**src/rtl/mmio_port_pkg.sv**
```systemverilog
package mmio_port_pkg;
  typedef struct packed {
    logic hit;
    logic rdCtrl;
    logic wrCtrl;
    logic rdData;
    logic wrData;
  } portStrobe_t;
endpackage

```
**src/rtl/mmio_port_ctrl.sv**
```systemverilog
module mmio_port_ctrl
  import mmio_port_pkg::*;
#(
  parameter int ADDR_W   = 32,
  parameter int WIN_BITS = 16,
  parameter logic [ADDR_W-WIN_BITS-1:0] WIN_TAG = '1,
  parameter logic [WIN_BITS-1:0] OFF_CTRL = 'h0,
  parameter logic [WIN_BITS-1:0] OFF_DATA = 'h4
) (
  input  logic              clk,
  input  logic              rstN,
  input  logic [ADDR_W-1:0] busAddr,
  input  logic              busRead,
  input  logic              busWrite,
  input  logic              wrEnBit,
  input  logic              devSet,
  output portStrobe_t       strobe,
  output logic              ready,
  output logic              irqEn,
  output logic              irqReq,
  output logic              devTaken
);
  logic inWindow;
  logic [WIN_BITS-1:0] offset;
  logic dataAccess;

  assign inWindow = (busAddr[ADDR_W-1:WIN_BITS] == WIN_TAG);
  assign offset   = busAddr[WIN_BITS-1:0];

  always_comb begin
    strobe.hit    = inWindow && (busRead || busWrite);
    strobe.rdCtrl = strobe.hit && busRead  && (offset == OFF_CTRL);
    strobe.wrCtrl = strobe.hit && busWrite && (offset == OFF_CTRL);
    strobe.rdData = strobe.hit && busRead  && (offset == OFF_DATA);
    strobe.wrData = strobe.hit && busWrite && (offset == OFF_DATA);
  end

  assign dataAccess = strobe.rdData || strobe.wrData;
  assign devTaken   = dataAccess;

  // Device strobe wins over the clearing access so no event is lost.
  always_ff @(posedge clk) begin
    if (!rstN) begin
      ready <= 1'b0;
      irqEn <= 1'b0;
    end else begin
      if (devSet)          ready <= 1'b1;
      else if (dataAccess) ready <= 1'b0;
      if (strobe.wrCtrl)   irqEn <= wrEnBit;
    end
  end

  assign irqReq = ready && irqEn;


  a_r3_set_ready: assert property (@(posedge clk) disable iff (!rstN)
    devSet |=> ready);

  a_r4_access_clears: assert property (@(posedge clk) disable iff (!rstN)
    (devTaken && !devSet) |=> !ready);

  a_r2_status_read_quiet: assert property (@(posedge clk) disable iff (!rstN)
    (strobe.rdCtrl && !devSet) |=> (ready == $past(ready) && $stable(irqEn)));

  a_r6_enable_holds: assert property (@(posedge clk) disable iff (!rstN)
    !strobe.wrCtrl |=> $stable(irqEn));
  // Bus strobes are one-hot at most
  a_r1_strobe_onehot: assert property (@(posedge clk) disable iff (!rstN)
    $onehot0({strobe.rdCtrl, strobe.wrCtrl, strobe.rdData, strobe.wrData}));
endmodule

```
**src/rtl/mmio_port_dpath.sv**
```systemverilog
module mmio_port_dpath
  import mmio_port_pkg::*;
#(
  parameter int BUS_W  = 32,
  parameter int BYTE_W = 8
) (
  input  logic              clk,
  input  logic              rstN,
  input  portStrobe_t       strobe,
  input  logic [BYTE_W-1:0] wrByte,
  input  logic              devSet,
  input  logic              devLoad,
  input  logic [BYTE_W-1:0] devByteIn,
  input  logic              ready,
  input  logic              irqEn,
  output logic [BUS_W-1:0]  busRdata,
  output logic [BYTE_W-1:0] devByteOut
);
  logic [BYTE_W-1:0] dataReg;
  logic devWrite;

  assign devWrite = devSet && devLoad;

  always_ff @(posedge clk) begin
    if (!rstN)              dataReg <= '0;
    else if (devWrite)      dataReg <= devByteIn;
    else if (strobe.wrData) dataReg <= wrByte;
  end

  always_comb begin
    busRdata = '0;
    if (strobe.rdCtrl)      busRdata[1:0] = {irqEn, ready};
    else if (strobe.rdData) busRdata[BYTE_W-1:0] = dataReg;
  end

  assign devByteOut = dataReg;

  // register changes only on a device load or a processor store
  a_r8_data_hold: assert property (@(posedge clk) disable iff (!rstN)
    (!devWrite && !strobe.wrData) |=> $stable(dataReg));
  // device load wins
  a_r8_dev_priority: assert property (@(posedge clk) disable iff (!rstN)
    devWrite |=> (dataReg == $past(devByteIn)));
  // unclaimed or unused offsets read zero
  a_r9_read_zero: assert property (@(posedge clk) disable iff (!rstN)
    !(strobe.rdCtrl || strobe.rdData) |-> (busRdata == '0));
endmodule

```
**src/rtl/mmio_dev_port.sv**
```systemverilog
module mmio_dev_port
  import mmio_port_pkg::*;
#(
  parameter int ADDR_W   = 32,
  parameter int BUS_W    = 32,
  parameter int BYTE_W   = 8,
  parameter int WIN_BITS = 16,
  parameter logic [ADDR_W-WIN_BITS-1:0] WIN_TAG = '1
) (
  input  logic              clk,
  input  logic              rstN,
  input  logic [ADDR_W-1:0] busAddr,
  input  logic              busRead,
  input  logic              busWrite,
  input  logic [BUS_W-1:0]  busWdata,
  output logic [BUS_W-1:0]  busRdata,
  output logic              busHit,
  input  logic              devSet,
  input  logic              devLoad,
  input  logic [BYTE_W-1:0] devByteIn,
  output logic [BYTE_W-1:0] devByteOut,
  output logic              devTaken,
  output logic              irqReq
);
  portStrobe_t strobe;
  logic ready;
  logic irqEn;

  mmio_port_ctrl #(
    .ADDR_W(ADDR_W), .WIN_BITS(WIN_BITS), .WIN_TAG(WIN_TAG)
  ) ctrlU (
    .clk(clk), .rstN(rstN), .busAddr(busAddr), .busRead(busRead),
    .busWrite(busWrite), .wrEnBit(busWdata[1]), .devSet(devSet),
    .strobe(strobe), .ready(ready), .irqEn(irqEn), .irqReq(irqReq),
    .devTaken(devTaken)
  );

  mmio_port_dpath #(.BUS_W(BUS_W), .BYTE_W(BYTE_W)) dpathU (
    .clk(clk), .rstN(rstN), .strobe(strobe), .wrByte(busWdata[BYTE_W-1:0]),
    .devSet(devSet), .devLoad(devLoad), .devByteIn(devByteIn),
    .ready(ready), .irqEn(irqEn), .busRdata(busRdata), .devByteOut(devByteOut)
  );

  assign busHit = strobe.hit;

  // nothing below the window is claimed
  a_r1_no_claim_outside: assert property (@(posedge clk) disable iff (!rstN)
    (busAddr[ADDR_W-1:WIN_BITS] != WIN_TAG) |-> (!busHit && busRdata == '0 && !devTaken));

  a_r7_irq_needs_ready: assert property (@(posedge clk) disable iff (!rstN)
    irqReq |-> (busRead && busAddr == {WIN_TAG, {WIN_BITS{1'b0}}}) ? (busRdata[1:0] == 2'b11) : 1'b1);

  a_r10_reset_clears: assert property (@(posedge clk)
    !rstN |=> (!irqReq && devByteOut == '0));
endmodule

```
**config.mk**
```make
export PLATFORM = sky130hd
export DESIGN_NAME = mmio_dev_port
export DESIGN_NICKNAME = d
export VERILOG_FILES = /design/src/rtl/mmio_port_pkg.sv /design/src/rtl/mmio_port_ctrl.sv /design/src/rtl/mmio_port_dpath.sv /design/src/rtl/mmio_dev_port.sv
export SDC_FILE = /design/constraint.sdc
export NUM_CORES = 1
export LEC_CHECK = 0
export ABC_AREA = 1
export BUFFER_PORTS_ARGS = -buffer_cell sky130_fd_sc_hd__buf_2
export CAP_MARGIN = 20
export CORE_MARGIN = 2
export CORE_UTILIZATION = 34
export DETAILED_ROUTE_END_ITERATION = 16
export GPL_TIMING_DRIVEN = 0
export PLACE_DENSITY_LB_ADDON = 0.2
export SYNTH_ARGS = -nofsm -noshare
export SYNTH_HDL_FRONTEND = slang
export SYNTH_SLANG_ARGS = --single-unit
export TNS_END_PERCENT = 1
```
**constraint.sdc**
```tcl
create_clock -name clk -period 2.3 [get_ports clk]
set_clock_uncertainty 0.2 [all_clocks]
set_input_delay 0.69 -clock clk [delete_from_list [all_inputs] [get_ports clk]]
set_output_delay 0.69 -clock clk [all_outputs]
set_load 0.005 [all_outputs]
```
==> results of run 1 <==
-- cells in the mapped netlist --
| library cell | instances | area share, % |
|---|---|---|
| nand3_1 | 8 | 3.7 |
| inv_1 | 24 | 8.2 |
| or2_2 | 2 | 1.1 |
| conb_1 | 1 | 0.34 |
| nand2_2 | 2 | 1.1 |
| buf_6 | 1 | 1.0 |
| and2_1 | 1 | 0.57 |
| a21oi_1 | 8 | 3.7 |
| nor2_4 | 2 | 2.1 |
| nor2_2 | 6 | 3.4 |
| dfxtp_1 | 10 | 18 |
| buf_4 | 24 | 16 |
| o21ai_1 | 2 | 0.91 |
| nor3_4 | 1 | 1.5 |
| o21ai_0 | 3 | 1.4 |
| clkbuf_1 | 2 | 0.69 |
| nand2_4 | 1 | 1.0 |
| nand3_4 | 1 | 1.6 |
| o211ai_1 | 1 | 0.69 |
| nor2_1 | 20 | 6.9 |
| nand3_2 | 2 | 1.8 |
| nor3_1 | 6 | 2.7 |
| nand2_1 | 53 | 18 |
| nor3b_2 | 1 | 1.1 |
| buf_2 | 1 | 0.46 |
| or3_4 | 1 | 1.0 |
-- flip-flops by register name, summed over array words and instances (netlist names) --
signal / cells
dpathU.devByteOut: 8
ctrlU.irqEn: 1
ctrlU.ready: 1
-- per-stage QoR --
stage / TNS [ns] / hold slack, ns / setup slack, ns / std cells
after floorplan: -0.827 / 0.278 / -0.115 / 207
after global placement: -3.39 / 0.295 / -0.440 / 322
after detailed placement: -3.40 / 0.307 / -0.449 / 322
after CTS: -2.79 / 0.316 / -0.328 / 341
after global routing: -4.04 / 0.359 / -0.451 / 349
final: -3.28 / 0.324 / -0.381 / 349
-- how the worst max path moves through the flow --
stage                 from          end  slack (ns)  depth (start not counted)
2_1_floorplan   busAddr[0]  busRdata[0]       -0.11                          6
3_3_place_gp    busAddr[0]  busRdata[0]       -0.44                          8
3_5_place_dp    busAddr[0]  busRdata[0]       -0.45                          8
4_1_cts        busAddr[12]  busRdata[6]       -0.33                          8
5_1_grt        busAddr[12]  busRdata[7]       -0.45                          9
6_report       busAddr[24]  busRdata[3]       -0.38                          9
-- layer usage --
metal	global-route usage, %	vias to the layer above
li1	-	757
met3	2.35	8
met2	33.9	69
met5	0	-
met4	3.42	0
met1	17.7	625
-- final cells by class --
type / count / area, sq um / share of cell area [%]
Multi-Input combinational cell: 146 / 885 / 41.0
Timing Repair Buffer: 94 / 698 / 32.4
Sequential cell: 10 / 200 / 9.28
Buffer: 27 / 193 / 8.93
Inverter: 24 / 90.1 / 4.18
Tap cell: 44 / 55.1 / 2.55
Clock buffer: 4 / 36.3 / 1.68
-- kinds of logic after synthesis --
family,after synthesis,share of synthesized area (%)
AO/OA/AOI/OAI,14,6.63
other,1,0.343
AND/OR/NAND/NOR,107,47.9
flip-flops,10,18.3
buffers and inverters,52,26.9
-- power by group through the flow --
stage | sequential, uW | combinational, uW | clock [uW]
6_report | 190 | 224 | 160
5_1_grt | 191 | 248 | 169
4_1_cts | 190 | 190 | 161
3_5_place_dp | 194 | 173 | 0
3_3_place_gp | 193 | 172 | 0
2_1_floorplan | 194 | 107 | 0
-- layout by cell type (no fill, tap or decap), types with 3 or more instances in the layout --
cell type,count
nand2_2,8
a21oi_1,8
nand3_1,7
conb_1,24
nand2_4,7
nand2_1,41
nor3_2,5
buf_4,43
clkbuf_4,3
inv_1,16
buf_6,24
buf_2,50
inv_2,8
nor2_4,10
nor2_1,16
dfxtp_1,10
-- timing repair --
action                                  in CTS  in global routing
hold endpoints to repair                     0                  0
resized for setup                           19                 40
cloned                                       1                  0
buffers inserted                            15                  8
endpoints found under the setup margin      10                 10
pin swaps                                   18                 24
-- worst max-delay path, cell delays in order --
cell,delay (ns)
buf_6,0.08
nand2_4,0.05
nor2_4,0.13
nand3_4,0.10
nor3b_4,0.21
buf_6,0.17
nand2_8,0.08
nor3_4,0.16
buf_2,0.13
==> results.md, run 1 <==
- Result of the run: finished with violations
- Failing checks: negative setup slack
- Cell count after synthesis: 184
- Met2 WL post-DR: 2010 um
- RSZ-0062 raised after global routing: yes
- Kind of end point of the critical path: primary output
- Switching component of the power: 169 uW
- Post-Route Utilization: 70.7%
- Depth of the most critical reg-to-reg path: 4
- Total placed instance area: 1680 sq um
- Area growth syn-to-layout: 97.0%
- Die Area: 3690 sq um
- Maximum clock rate: 373 MHz
- Total Routed Length: 3620 um
- Fill cell instance count of the final layout: 267
- Worst Path Arrival: 1.79 ns
- Routed via count: 1459
- Worst Slack Setup Final: -0.381 ns
- Count of hold buffers inserted by post-cts repair: 0
- Average wire length per cell after detail routing: 10.4 um
- Pre-Repair DR Iteration Count: 4
- Count of standard-cell rows: 20
- CTS tree: yes
- Worst reg2reg startpoint: dpathU.devByteOut[3]
- Gr usage total: 16.6%
- Setup-failing EPs final: 10
- Net switching fraction of the power: 29.4%
- Die H: 60.7 um
- Terminus of the critical flop-to-flop path: dpathU.devByteOut[3]
- Yosys warns: 0
- Initial antenna violation count: 0
- Floorplan die width: 60.7 um
- Residual antenna-violating net count after detailed routing: 0
- Library cells used by synthesis: 26
- Slack of the worst reg-to-reg path: 1.37 ns
- CTS H-Tree Depth: 1
- Cts bufs inserted: 3
- Startpoint type of the worst setup path: input port
- Share of power burned in registers: 33.0%
- Worst Hold Endpoint: dpathU.devByteOut[1]
- I/O pin cnt: 121
- Hold Path Class: reg2reg
- Starting utilization of the core area: 35.9%
- Core region area: 3050 sq um
- Area of all placed cells without fillers: 2160 sq um
- Detailed-routed wire length on met3: 289 um
- Largest net degree at the start of global routing: 12
- Cell internal pwr: 406 uW
- Total global routing overflow: 0
- Startpoint of the worst hold path: dpathU.devByteOut[1]
- Mean area per synthesized cell: 5.95 sq um
- Clock Root Buffer: clkbuf_4
- Ratio of cells with drive above 1 in the final layout: 58.0%
- Antenna diodes: 0
- Period Utilization, post-route: 117%
- Part of the power in combinational logic: 39.0%
- DR iter-0 viols: 22
- Leakage power total: 0.00124 uW
- Gpl congestion: 0.722
- Clk network pwr share: 27.9%
- Sequential share of the synthesized area: 18.3%
- Clock Tree Buf Depth: 2
- Largest fanout of any net on the critical path: 5
- Highest routed layer: met4
- Netlist area before placement: 1090 sq um
- Hold Path Stages: 2
- Worst supply voltage drop on vdd: 224 uV
- Via-per-instance ratio: 4.18
- Placed wire-length estimate: 2270 um
- Nets: 384
- Quantity of I/O buffers inserted on ports: 71
- Clk Latency, worst-skew pair: 0.26 ns
- Total power: 575 uW
- Shortest period the worst path allows: 2.68 ns
- Number of slew-limit violations in the final report: 0
- Metal1 wirelength: 1240 um
- Clk pin slew, worst setup/hold paths: 0.07 ns
- Remaining design rule violation count: 0
- Number of global-route vias before repair: 1224
- Hold Vio Cnt, Final: 0
- # clock sinks: 10
- Setup CP Type: in2out
- First-pass GRT wire length: 4710 um
- Power density over cell area: 266 nW/um^2
- Worst EP required: 1.41 ns
- Number of maximum-capacitance constraint violations: 0
- Flip-flop and latch count after synthesis: 10
(Power assumes the default switching activity.)
==> inputs of run 2 (changes only) <==
--- a/config.mk
+++ b/config.mk
@@ -13,6 +13,7 @@
 export DETAILED_ROUTE_END_ITERATION = 16
 export GPL_TIMING_DRIVEN = 0
 export PLACE_DENSITY_LB_ADDON = 0.2
+export SKIP_LAST_GASP = 1
 export SYNTH_ARGS = -nofsm -noshare
 export SYNTH_HDL_FRONTEND = slang
 export SYNTH_SLANG_ARGS = --single-unit
==> run 2 against run 1 <==
Compared with the run above:
- core utilization fell by 3.2 points
- critical endpoint is now busRdata[4]
- first-iteration DRC count down 4.5%
- hold slack got worse by 0.0022 ns
- the flow still finishes with violations (negative setup slack)
- sequential cell count stayed put
- global-route usage down 0.13 points
- largest power group unchanged
==> results.md, run 2 (synthesis gave the netlist of run 1 again) <==
- Result of the run: finished with violations
- Failing checks: negative setup slack
- Total global routing overflow: 0 (unchanged)
- First-pass GRT wire length: 4690 um (-0.43%)
- Remaining design rule violation count: 0 (unchanged)
- Combined area of the multi-input logic cells: 862 sq um (-2.5%)
- Ratio of cells with drive above 1 in the final layout: 57.4% (-0.66 points)
- Clk Latency, worst-skew pair: 0.26 ns (about the same)
- Nets: 384 (unchanged)
- CTS H-Tree Depth: 1 (unchanged)
- Beginning of the critical path: busAddr[5]
- Quantity of I/O buffers inserted on ports: 71 (unchanged)
- Startpoint type of the worst setup path: input port
- Setup CP Type: in2out
- Number of global-route vias before repair: 1222 (-0.16%)
- Die H: 60.7 um (unchanged)
- Largest fanout of any net on the critical path: 6 (+1)
- Initial antenna violation count: 0 (unchanged)
- Slack of the worst reg-to-reg path: 1.37 ns (about the same)
- Core region area: 3050 sq um (unchanged)
- CTS tree: yes
- Area growth syn-to-layout: 88.0%
- Largest net degree at the start of global routing: 12 (unchanged)
- Count of standard-cell rows: 20 (unchanged)
- Via-per-instance ratio: 4.09 (-2.1%)
- Number of placed instances with taps included: 322 (unchanged)
- Die Area: 3690 sq um (unchanged)
- Number of slew-limit violations in the final report: 0 (unchanged)
- Shortest period the worst path allows: 2.66 ns (-0.0215 ns)
- RSZ-0062 raised after global routing: yes
- Starting utilization of the core area: 35.9% (unchanged)
- Maximum clock rate: 376 MHz (+0.81%)
- Routed via count: 1429 (-2.1%)
- Worst EP required: 1.41 ns (about the same)
- Terminus of the critical flop-to-flop path: dpathU.devByteOut[3]
- Depth of the most critical reg-to-reg path: 4 (unchanged)
- Hold Path Class: reg2reg
- Gr usage total: 16.5% (-0.13 points)
- Final cell count without fillers: 349 (unchanged)
- Worst reg2reg startpoint: dpathU.devByteOut[3]
- Clk pin slew, worst setup/hold paths: 0.07 ns (about the same)
- Leakage power total: 0.00121 uW (-2.6%)
- Most common library cell in the layout ignoring fill and taps: buf_2
- Pre-Repair DR Iteration Count: 4 (unchanged)
- I/O pin cnt: 121 (unchanged)
- Power density over cell area: 270 nW/um^2 (+1.5%)
- Worst Slack Setup Final: -0.360 ns (+0.0215 ns)
- Setup tns final: -3.26 ns (+0.0204 ns)
- # clock sinks: 10 (unchanged)
- Number of maximum-capacitance constraint violations: 0 (unchanged)
- Antenna diodes: 0 (unchanged)
- Residual antenna-violating net count after detailed routing: 0 (unchanged)
- DP Worst Slack: -0.449 ns (unchanged)
- Sequential cell area: 200 sq um (unchanged)
- Placed wire-length estimate: 2270 um (unchanged)
- Gpl congestion: 0.722 (unchanged)
- Total Routed Length: 3260 um (-10%)
- Hold Vio Cnt, Final: 0 (unchanged)
- Clock Tree Buf Depth: 2 (unchanged)
- Worst Path Arrival: 1.77 ns (-0.02 ns)
- Floorplan die width: 60.7 um (unchanged)
- Fill cell instance count of the final layout: 293 (+9.7%)
- Kind of end point of the critical path: primary output
- Most frequent cells in the layout: buf_2, buf_4, nand2_1
- Count of hold buffers inserted by post-cts repair: 0 (unchanged)
- Setup-failing EPs final: 10 (unchanged)
- Total power: 557 uW (-3.2%)
- Flip-flop count of the largest register, all copies and words added: 8 (unchanged)
- Cts bufs inserted: 3 (unchanged)
- End point of the critical path: busRdata[4]
- Period Utilization, post-route: 116% (-0.93 points)
- Worst supply voltage drop on vdd: 219 uV (-2.6%)
- Post-Route Utilization: 67.4% (-3.2 points)
- DR iter-0 viols: 21 (-4.5%)
- Average wire length per cell after detail routing: 9.34 um (-10%)
- Clock Root Buffer: clkbuf_4
-- run 2: through the flow --
step | hold slack, ns | instance area [sq um]
finish | 0.322 | 2060
global route | 0.359 | 2060
CTS | 0.316 | 1910
detailed placement | 0.307 | 1680
global placement | 0.295 | 1680
floorplan | 0.278 | 1270
-- run 2: repair_timing --
item / CTS / global route
gates resized for setup: 17 / 23
setup endpoints to repair: 10 / 10
hold endpoints to repair: 0 / 0
setup buffers: 15 / 8
cloned: 1 / 0
pin swaps: 18 / 19
-- run 2: per-layer routing --
| metal | wire [um] | vias to the layer above | global-route usage (%) |
|---|---|---|---|
| li1 | - | 756 | - |
| met1 | 1220 | 611 | 17.4 |
| met2 | 1760 | 60 | 33.8 |
| met3 | 250 | 2 | 2.35 |
| met4 | 27 | 0 | 3.42 |
| met5 | 0 | - | 0 |
-- run 2: final cells by class --
cell class | count | share of cell area, %
sequential | 10 | 9.73
timing repair buffer | 94 | 30.2
buffer | 27 | 9.36
inverter | 24 | 4.38
clock buffer | 4 | 1.76
tap | 44 | 2.67
multi-input combinational | 146 | 41.9
-- run 2: where the power goes --
part | switching (uW) | internal (uW) | total [uW]
logic | 93.4 | 113 | 206
clock network | 64.8 | 95.9 | 161
registers | 5.93 | 184 | 190
-- run 2: worst max-delay path, stage by stage --
cell	delay [ns]
buf_2	0.10
inv_2	0.04
nand2_2	0.05
nor2_4	0.13
nand3_4	0.11
buf_12	0.14
nor2_4	0.18
buf_12	0.15
nor3_2	0.04
buf_2	0.12
-- run 2: worst min path at each step --
| stage | start | to | slack, ns | cells after the start |
|---|---|---|---|---|
| after floorplan | ctrlU.ready | ctrlU.ready | 0.28 | 2 |
| after global placement | dpathU.devByteOut[1] | dpathU.devByteOut[1] | 0.29 | 2 |
| after detailed placement | dpathU.devByteOut[1] | dpathU.devByteOut[1] | 0.31 | 2 |
| after CTS | dpathU.devByteOut[1] | dpathU.devByteOut[1] | 0.32 | 2 |
| after global routing | dpathU.devByteOut[1] | dpathU.devByteOut[1] | 0.36 | 2 |
| final | dpathU.devByteOut[1] | dpathU.devByteOut[1] | 0.32 | 2 |
==> inputs of run 3 (changes only) <==
--- a/config.mk
+++ b/config.mk
@@ -5,11 +5,10 @@
 export SDC_FILE = /design/constraint.sdc
 export NUM_CORES = 1
 export LEC_CHECK = 0
-export ABC_AREA = 1
 export BUFFER_PORTS_ARGS = -buffer_cell sky130_fd_sc_hd__buf_2
 export CAP_MARGIN = 20
 export CORE_MARGIN = 2
-export CORE_UTILIZATION = 34
+export CORE_UTILIZATION = 31
 export DETAILED_ROUTE_END_ITERATION = 16
 export GPL_TIMING_DRIVEN = 0
 export PLACE_DENSITY_LB_ADDON = 0.2
==> run 3 against run 2 <==
Compared with the run above:
- the run still ends with negative setup slack left
- clock power shrank 24%
- final area shrank 32%
- hold slack lost 0.028 ns
- global-route usage shrank 1.1 points
- sequential power is essentially flat
- worst setup slack lost 0.42 ns
- register-to-register slack is essentially flat
- combinational power shrank 28%
- cell count shrank 34%
- critical path depth shrank 3
- critical path type unchanged
==> results.md, run 3 <==
- Result of the run: finished with violations
- Worst supply voltage drop on vdd: 273 uV (+25%)
- Yosys warns: 0 (unchanged)
- Most numerous cell on the critical path: buf_2
- Clock Tree Buf Depth: 2 (unchanged)
- Kind of end point of the critical path: primary output
- Via-per-instance ratio: 4.38 (+6.9%)
- Worst Path Arrival: 2.19 ns (+0.42 ns)
- DR iter-0 viols: 8 (-62%)
- Total global routing overflow: 0 (unchanged)
- Cell count after synthesis: 103 (-44%)
- Total Routed Length: 2560 um (-22%)
- I/O pin cnt: 121 (unchanged)
- Number of placed instances with taps included: 227 (-30%)
- Placed wire-length estimate: 2110 um (-7.1%)
- Number of flops mapped to enable cells by yosys: 0 (unchanged)
- Gpl congestion: 0.725 (+0.36%)
- CTS H-Tree Depth: 1 (unchanged)
- Count of hold buffers inserted by post-cts repair: 0 (unchanged)
- Gr usage total: 15.4% (-1.1 points)
- Biggest area contributors in the synthesized netlist: dfxtp_1, buf_4, a221oi_2, mux2i_1, a21oi_1
- Hold Vio Cnt, Final: 0 (unchanged)
- Worst Slack Setup Final: -0.779 ns (-0.420 ns)
- Sequential share of the synthesized area: 22.4% (+4.2 points)
- Most frequent cells in the layout: buf_2, buf_4, conb_1
- Maximum clock rate: 325 MHz (-14%)
- Remaining design rule violation count: 0 (unchanged)
- Worst reg2reg startpoint: dpathU.devByteOut[7]
- Antenna diodes: 0 (unchanged)
- # clock sinks: 10 (unchanged)
- Sequential cell area: 200 sq um (unchanged)
- Clock Root Buffer: clkbuf_4
- Max stage delay on crit path: 0.54 ns (+0.36 ns)
- Clk Latency, worst-skew pair: 0.27 ns (about the same)
- Setup-failing EPs final: 17 (+7)
- Count of standard-cell rows: 19 (-5.0%)
- Fill cell instance count of the final layout: 264 (-9.9%)
- Most numerous cell types in the synthesized netlist: buf_4, dfxtp_1, a21oi_1, mux2i_1
- Hold Path Class: reg2reg
- Worst EP required: 1.41 ns (about the same)
- Setup CP Type: in2out
- Startpoint type of the worst setup path: input port
- Slew @ Worst Pin: 0.516 ns
- Largest fanout of any net on the critical path: 7 (+1)
- Most common library cell in the layout ignoring fill and taps: buf_2
- Pre-Repair DR Iteration Count: 4 (unchanged)
- Netlist area before placement: 892 sq um (-19%)
- Mean area per synthesized cell: 8.66 sq um (+46%)
- Average wire length per cell after detail routing: 11.1 um (+19%)
- Number of post-CTS setup repair buffers: 0 (-15)
- Cts bufs inserted: 3 (unchanged)
- Depth of the most critical reg-to-reg path: 2 (-2)
- RSZ-0062 raised after global routing: yes
- Number of maximum-capacitance constraint violations: 0 (unchanged)
- Largest net degree at the start of global routing: 11 (-1)
- Total placed instance area: 1380 sq um (-18%)
- End point of the critical path: busRdata[5]
- Floorplan die width: 57.6 um (-5.1%)
- Period Utilization, post-route: 134% (+18 points)
- Library cells used by synthesis: 26 (unchanged)
- Smallest hold slack: 0.294 ns (-0.0278 ns)
- Shortest period the worst path allows: 3.08 ns (+0.420 ns)
- Number of global-route vias before repair: 980 (-20%)
- Power density over cell area: 329 nW/um^2 (+22%)
- Beginning of the critical path: busAddr[9]
- Post-synthesis cell type with the largest combined area: dfxtp_1
- Prevailing post-synth register cell: dfxtp_1
- Share of flip-flops with an asynchronous set or reset: 0% (unchanged)
- Series of cell instances along the critical path: buf_2 > or4_4 > nor4_4 > nand3_4 > nor2_4 > and2_1 > buf_2
- Die H: 57.6 um (-5.1%)
- Area growth syn-to-layout: 57.8%
- Die Area: 3320 sq um (-9.9%)
- Nets: 279 (-27%)
- Most instantiated library cell after synthesis: buf_4
- Residual antenna-violating net count after detailed routing: 0 (unchanged)
- First-pass GRT wire length: 4100 um (-13%)
- Share of the synthesized area in the top cell type: 22.4% (+4.2 points)
- Number of slew-limit violations in the final report: 0 (unchanged)
- Relative slew slack: 65.5%
- Slack of the worst reg-to-reg path: 1.36 ns (about the same)
- Area of all placed cells without fillers: 1410 sq um (-32%)
- Quantity of I/O buffers inserted on ports: 70 (-1.4%)
- Starting utilization of the core area: 32.6% (-3.2 points)
- CTS tree: yes
- Flip-flop count of the largest register, all copies and words added: 8 (unchanged)
- Initial antenna violation count: 0 (unchanged)
- Routed via count: 1007 (-30%)
- Ratio of cells with drive above 1 in the final layout: 55.8% (-1.6 points)
- Clk pin slew, worst setup/hold paths: 0.06 ns (about the same)
- Hold Path Stages: 2 (unchanged)
- Failing checks: negative setup slack
- Combined area of the multi-input logic cells: 586 sq um (-32%)
- Terminus of the critical flop-to-flop path: dpathU.devByteOut[7]
- Flip-flop and latch count after synthesis: 10 (unchanged)
- Final cell count without fillers: 230 (-34%)
- Leakage power total: 0.000781 uW (-35%)
- Critical Path Slowest Stage Cell: or4_4
- Core region area: 2730 sq um (-10%)
==> run 3: changes by cell type after synthesis, moves of 4 or more <==
cell      before  now
nand2_1       53    5
inv_1         24    3
nor2_1        20    3
mux2i_1        0    9
a221oi_2       0    7
nand3_1        8    1
and2_1         1    7
nor2_2         6    0
nand4_1        0    4
nor3_1         6    2
==> run 3: repair_timing <==
| action | 4_1_cts | 5_1_grt |
|---|---|---|
| cloned | 0 | 0 |
| endpoints found under the setup margin | 17 | 17 |
| pin swaps | 1 | 0 |
| gates resized for setup | 1 | 1 |
==> run 3: critical path, delay by kind of cell <==
family | cells | cell delay, ns
buf+inv | 2 | 0.21
simple gates | 5 | 1.29
==> run 3: cell type report <==
class | instances | share of cell area (%)
inverter | 3 | 0.800
multi-input combinational | 86 | 41.6
tap | 31 | 2.76
clock buffer | 3 | 1.60
sequential | 10 | 14.2
timing repair buffer | 70 | 24.9
buffer | 27 | 14.1
==> run 3: per-stage QoR <==
stage / util [%] / setup TNS, ns / power (uW) / setup WS, ns
4_1_cts: 51.4 / -7.24 / 465 / -0.756
3_3_place_gp: 50.3 / -9.54 / 339 / -0.763
6_report: 51.5 / -7.32 / 463 / -0.779
3_5_place_dp: 50.3 / -9.81 / 342 / -0.793
5_1_grt: 51.5 / -8.73 / 489 / -0.838
2_1_floorplan: - / -4.78 / 279 / -0.430
==> run 3: cell families (layout without fill, tap and decap cells) <==
| family | Yosys count | in the layout | share of synthesized area (%) |
|---|---|---|---|
| buffers and inverters | 30 | 103 | 23.6 |
| AND/OR/NAND/NOR | 29 | 29 | 20.6 |
| AO/OA/AOI/OAI | 24 | 24 | 22.9 |
| flip-flops | 10 | 10 | 22.4 |
| multiplexers | 9 | 9 | 10.1 |
| other | 1 | 24 | 0.420 |
==> run 3: power breakdown <==
group          total [uW]  internal [uW]  switching [uW]  leakage [uW]
clock                 122           60.6            61.5     0.0000138
sequential            192            184            7.76     0.0000825
combinational         149           84.7            64.6      0.000684
==> run 3: layer usage <==
layer / up-vias / GRT usage, % / wire (um)
met2: 40 / 30.4 / 1400
met1: 442 / 16.7 / 966
li1: 523 / - / -
met5: - / 0 / 0
met4: 0 / 3.65 / 10
met3: 2 / 2.68 / 176
==> run 3: worst min path at each step <==
stage | start | end | slack [ns]
after floorplan | ctrlU.irqEn | ctrlU.irqEn | 0.26
after global placement | ctrlU.irqEn | ctrlU.irqEn | 0.28
after detailed placement | ctrlU.irqEn | ctrlU.irqEn | 0.28
after CTS | ctrlU.irqEn | ctrlU.irqEn | 0.30
after global routing | ctrlU.irqEn | ctrlU.irqEn | 0.33
final | ctrlU.irqEn | ctrlU.irqEn | 0.29
